[src/rtl/i2c_errstat_pkg.sv]
package i2c_errstat_pkg;
    localparam int ST_GCAL = 0;
    localparam int ST_BERR = 1;
    localparam int ST_ARLO = 2;

    typedef struct packed {
        logic arlo;
        logic berr;
        logic gcal;
        logic to_slave;
    } flag_state_t;
endpackage

[src/rtl/i2c_line_watch.sv]
module i2c_line_watch #(
    parameter int SYNC_STAGES = 2
) (
    input  logic clk,
    input  logic rst_n,
    input  logic scl_raw,
    input  logic sda_raw,
    output logic start_det,
    output logic stop_det
);
    localparam int LAST = SYNC_STAGES - 1;

    typedef struct packed {
        logic [LAST:0] scl_chain;
        logic [LAST:0] sda_chain;
        logic          scl_prev;
        logic          sda_prev;
    } watch_t;

    watch_t watch_d, watch_q;
    logic   scl_s, sda_s;

    assign scl_s = watch_q.scl_chain[LAST];
    assign sda_s = watch_q.sda_chain[LAST];

    always_comb begin
        watch_d           = watch_q;
        watch_d.scl_chain = {watch_q.scl_chain[LAST-1:0], scl_raw};
        watch_d.sda_chain = {watch_q.sda_chain[LAST-1:0], sda_raw};
        watch_d.scl_prev  = scl_s;
        watch_d.sda_prev  = sda_s;
    end

    always_ff @(posedge clk or negedge rst_n) begin
        if (!rst_n) watch_q <= '1;
        else        watch_q <= watch_d;
    end

    assign start_det = scl_s & watch_q.scl_prev & watch_q.sda_prev & ~sda_s;
    assign stop_det  = scl_s & watch_q.scl_prev & ~watch_q.sda_prev & sda_s;
endmodule

[src/rtl/i2c_flag_bank.sv]
module i2c_flag_bank
    import i2c_errstat_pkg::*;
(
    input  logic clk,
    input  logic rst_n,
    input  logic enable,
    input  logic rd_status,
    input  logic arb_evt,
    input  logic gcall_evt,
    input  logic gcall_en,
    input  logic misplaced,
    input  logic stop_seen,
    output logic arlo,
    output logic berr,
    output logic gcal,
    output logic to_slave
);
    flag_state_t flags_d, flags_q;

    always_comb begin
        flags_d = flags_q;
        if (!enable) begin
            flags_d = '0;
        end else begin
            flags_d.to_slave = arb_evt;
            flags_d.arlo     = arb_evt | (flags_q.arlo & ~rd_status);
            flags_d.berr     = misplaced | (flags_q.berr & ~rd_status);
            flags_d.gcal     = (gcall_evt & gcall_en) | (flags_q.gcal & ~stop_seen);
        end
    end

    always_ff @(posedge clk or negedge rst_n) begin
        if (!rst_n) flags_q <= '0;
        else        flags_q <= flags_d;
    end

    assign arlo     = flags_q.arlo;
    assign berr     = flags_q.berr;
    assign gcal     = flags_q.gcal;
    assign to_slave = flags_q.to_slave;
endmodule

[src/rtl/i2c_clkctl_reg.sv]
module i2c_clkctl_reg #(
    parameter int DIV_W = 7
) (
    input  logic           clk,
    input  logic           rst_n,
    input  logic           wr_en,
    input  logic [DIV_W:0] wdata,
    output logic [DIV_W:0] value
);
    typedef struct packed {
        logic             fast;
        logic [DIV_W-1:0] div;
    } clkctl_t;

    clkctl_t ctl_d, ctl_q;

    always_comb begin
        ctl_d = ctl_q;
        if (wr_en) ctl_d = clkctl_t'(wdata);
    end

    always_ff @(posedge clk or negedge rst_n) begin
        if (!rst_n) ctl_q <= '0;
        else        ctl_q <= ctl_d;
    end

    assign value = ctl_q;
endmodule

[src/rtl/i2c_errstat.sv]
module i2c_errstat
    import i2c_errstat_pkg::*;
#(
    parameter int SYNC_STAGES = 2,
    parameter int BITCNT_W    = 4,
    parameter int DIV_W       = 7
) (
    input  logic                clk,
    input  logic                rst_n,
    input  logic                periph_en,
    input  logic                irq_en,
    input  logic                gcall_en,
    input  logic                scl_in,
    input  logic                sda_in,
    input  logic [BITCNT_W-1:0] bit_pos,
    input  logic                arb_lost_evt,
    input  logic                gcall_evt,
    input  logic                cpu_rd,
    input  logic                cpu_wr,
    input  logic                cpu_addr,
    input  logic [DIV_W:0]      cpu_wdata,
    output logic [DIV_W:0]      cpu_rdata,
    output logic                irq,
    output logic                to_slave,
    output logic                scl_release,
    output logic                clk_fast,
    output logic [DIV_W-1:0]    clk_div
);
    localparam int REG_W = DIV_W + 1;

    logic             start_det, stop_det, misplaced;
    logic             st_arlo, st_berr, st_gcal;
    logic [REG_W-1:0] ctl_value;
    logic [REG_W-1:0] status_word;

    i2c_line_watch #(.SYNC_STAGES(SYNC_STAGES)) u_watch (
        .clk       (clk),
        .rst_n     (rst_n),
        .scl_raw   (scl_in),
        .sda_raw   (sda_in),
        .start_det (start_det),
        .stop_det  (stop_det)
    );

    assign misplaced = (start_det | stop_det) & (bit_pos != '0);

    i2c_flag_bank u_flags (
        .clk       (clk),
        .rst_n     (rst_n),
        .enable    (periph_en),
        .rd_status (cpu_rd & ~cpu_addr),
        .arb_evt   (arb_lost_evt),
        .gcall_evt (gcall_evt),
        .gcall_en  (gcall_en),
        .misplaced (misplaced),
        .stop_seen (stop_det),
        .arlo      (st_arlo),
        .berr      (st_berr),
        .gcal      (st_gcal),
        .to_slave  (to_slave)
    );

    i2c_clkctl_reg #(.DIV_W(DIV_W)) u_ctl (
        .clk   (clk),
        .rst_n (rst_n),
        .wr_en (cpu_wr & cpu_addr),
        .wdata (cpu_wdata),
        .value (ctl_value)
    );

    always_comb begin
        status_word          = '0;
        status_word[ST_GCAL] = st_gcal;
        status_word[ST_BERR] = st_berr;
        status_word[ST_ARLO] = st_arlo;
    end

    assign cpu_rdata   = cpu_addr ? ctl_value : status_word;
    assign scl_release = st_arlo | st_berr;
    assign irq         = irq_en & scl_release;
    assign clk_fast    = ctl_value[DIV_W];
    assign clk_div     = ctl_value[DIV_W-1:0];
endmodule

[config.mk]
export PLATFORM = sky130hd
export DESIGN_NAME = i2c_errstat
export DESIGN_NICKNAME = d
export VERILOG_FILES = /design/src/rtl/i2c_errstat_pkg.sv /design/src/rtl/i2c_line_watch.sv /design/src/rtl/i2c_flag_bank.sv /design/src/rtl/i2c_clkctl_reg.sv /design/src/rtl/i2c_errstat.sv
export SDC_FILE = /design/constraint.sdc
export NUM_CORES = 1
export LEC_CHECK = 0
export BUFFER_PORTS_ARGS = -buffer_cell sky130_fd_sc_hd__buf_2
export CAP_MARGIN = 20
export CORE_MARGIN = 3
export CORE_UTILIZATION = 42
export DETAILED_ROUTE_END_ITERATION = 7
export GPL_ROUTABILITY_DRIVEN = 1
export PLACE_DENSITY = 0.77
export SLEW_MARGIN = 15
export SYNTH_ARGS = -nofsm -noshare
export SYNTH_HDL_FRONTEND = slang
export SYNTH_SLANG_ARGS = --single-unit
[constraint.sdc]
create_clock -name clk -period 1.05 [get_ports clk]
set_input_delay 0 -clock clk [delete_from_list [all_inputs] [get_ports clk]]
set_output_delay 0 -clock clk [all_outputs]
set_load 0.01 [all_outputs]
==> reports/results.ini <==
[synthesis]
synth.top_cells.by_count=12 x dfrtp_1, 8 x mux2_4, 7 x and2_1
async_reset_ff_share_pct=100
synthSimpleGateAreaFrac_pct=14.1
avgSynthCellArea_um2=15.3
synth_cells=50
netlist.area_leader.share_pct=39.2
synth_top_family_by_area=multiplexers
synth_xor_area_share_pct=1.14
synth-compound-area-share_pct=3.43
seq_area_frac_synth_pct=59.8
synth_edf_count=0
synth_area_leaders=dfrtp_1 39%, dfstp_2 21%, mux2_4 16%, and2_1 5.7%, mux2_2 4.4%
synth_cell_types=17
synth-seq-cells=18
syn_area_um2=766
synth.most_common_cell=dfrtp_1
ys.flop_type=dfrtp_1
synth_mux_area_share_pct=20.1
synth.largest_area_cell=dfrtp_1
synth_nets=74
ys.warnings.count=0
synth-adder-area-share_pct=0

[route]
routed_wirelength_um=2050
drt-pass1-iter-count=3
vias=635
viasPerCell=4.54
ant_nets=0
post_drt_wl_per_cell_um=14.6
drcViolationCount=0
drt_iter0_drc=6

[worst_hold_path]
holdCritStartpoint=bit_pos[3]
min_path_type=input port to flip-flop
holdPathEnd=u_flags.berr
whs_path_depth=3

[floorplanning]
num_io_pins=43
die_h_um=48.7
die_w_um=48.7
core-area_um2=1610
die_area_um2=2370
initial_core_util_pct=47.5
row_count=14

[timing]
relSlewSlack_pct=73.8
rsz0062_at_grt=true
setup_viol=5
max_freq_mhz=829
worst_slack_ns=-0.156
min_period_ns=1.21
period_share_pct=115
timing.final.max_slew_violations=0
tns_ns=-0.453
worst_slew_pin_slew_ns=0.393
skew_ns=0.00773
hold_viol=0

[cts]
clock_latency_ns=0.29
cts_buffers=3
root_buffer=clkbuf_4
path_clk_slew_ns=0.09
clockBufferDepth=2
cts_tree=built
h-tree-depth=1
cts_sinks=18

[worst_setup_path]
path_cells=buf_6 -> mux2_4 -> buf_6
rrSetupSlack_ns=0.06
reg2reg_depth=3
r2r-end=u_flags.berr
critPathBufInv=2
slowest_stage=dfrtp_1
critPathCaptureType=output pin
cp_top_family=flip-flops
cp-start-kind=flip-flop
crit_path_max_incr_delay_ns=0.42
cp_max_fo=2
critPathRequiredTime_ns=1.05
reg2reg_from=u_watch.sda_s
crit_type=flip-flop to output pin
arrival_ns=1.21
cpMostUsedCell=buf_6

[placement]
gp_congestion=0.695
port_buffers=42
place_hpwl_um=1230
place_worst_setup_slack_ns=0.0344
placedCellCount=115

[grt]
track_usage_pct=18.9
overflow=0
grt_pass1_vias=705
grt_max_degree=19
antenna_found_initial=0
grt_pass1_wl_um=3360

[power_and_ir_drop]
power_density_nw_per_um2=1330
peakVddDrop_mv=0.891
leakagePower_nw=0.651

[run_status]
status=complete, but fails checks
violations=setup timing

[final_layout]
layout-drive-gt1-share_pct=62.1
syn2layout_area_growth_pct=66.7
nets=141
fin_cells=140
fillers=107
antenna_cells=0

[run]
maxCapViolations=0

==> placed cells by master (no fill, tap or decap), drive strengths merged <==
cell         synthesis  final
nand2b               1      1
nand3                2      2
or2                  1      1
xor2                 1      1
a21oi                1      1
nand4b               1      1
dlygate4sd3          0     16
buf                  1     47
a22oi                1      1
dfstp                6      6
dfrtp               12     12
nor2b                2      2
mux2                11     11
and2                 7      7
nand2                1      1
o41ai                1      1
o21ai                1      1
clkbuf               0      4
==> stage by stage <==
step | power [W] | cell area, um2 | hold slack, ns | utilization [%]
after CTS | 0.00169 | 1220 | 0.0197 | 75.7
after floorplan | 0.00101 | 766 | -0.296 | -
after global routing | 0.00179 | 1280 | -0.00265 | 79.2
after global placement | 0.00116 | 995 | -0.0583 | 61.7
final | 0.00170 | 1280 | 0.0263 | 79.2
after detailed placement | 0.00117 | 995 | -0.0562 | 61.7
==> worst max path at each step <==
stage / from / to / cells after the start
final: u_flags.berr / cpu_rdata[1] / 3
after global routing: u_flags.berr / cpu_rdata[1] / 3
after CTS: u_flags.berr / cpu_rdata[1] / 3
after detailed placement: u_watch.sda_s / u_flags.berr / 3
after global placement: u_watch.sda_s / u_flags.berr / 3
after floorplan: u_watch.sda_s / u_flags.gcal / 3
==> area by class of cell <==
cell class | count | area, um2 | share of cell area (%)
tap | 24 | 30.0 | 2.35
multi-input combinational | 31 | 315 | 24.7
timing repair buffer | 63 | 437 | 34.2
clock buffer | 4 | 36.3 | 2.84
sequential | 18 | 458 | 35.9
==> where the power goes <==
group / leakage (nW) / internal, W / switching, W
Sequential: 0.209 / 0.000769 / 0.0000449
Combinational: 0.421 / 0.000290 / 0.000181
Clock: 0.0210 / 0.000211 / 0.000204
Total: 0.651 / 0.00127 / 0.000430
==> logic make-up (layout without fill, tap and decap cells) <==
family | Yosys count | count (layout)
xor+xnor | 1 | 1
flops | 18 | 18
buf+inv | 1 | 67
simple gates | 15 | 15
mux | 11 | 11
compound gates | 4 | 4
==> registers in the layout, indices dropped and copies added (netlist names) <==
signal,count
u_watch.watch_q,2
u_watch.watch_d,2
u_watch.scl_s,1
u_flags.to_slave,1
u_watch.sda_s,1
u_flags.berr,1
u_flags.arlo,1
u_ctl.value,8
u_flags.gcal,1
==> routing by layer <==
layer / share of wire (%) / wire, um / vias to the layer above / GRT usage [%]
li1: - / - / 306 / -
met4: 0 / 0 / 0 / 4.27
met1: 36 / 732 / 301 / 18.4
met3: 5.4 / 110 / 0 / 4.60
met2: 59 / 1210 / 28 / 38.7
met5: 0 / 0 / - / 0
==> tightest hold or removal path, cell delays in order <==
cell and delay [ns]:
buf_2 0.08, o41ai_1 0.07, o21ai_1 0.12
==> repair_timing <==
item / in CTS / in global routing
pin swaps: 2 / 3
resized for setup: 6 / 7
buffers inserted: 4 / 1
endpoints found under the setup margin: 5 / 8
endpoints found under the hold margin: 31 / 1
hold buffers: 13 / 3
(Power assumes the default switching activity.)
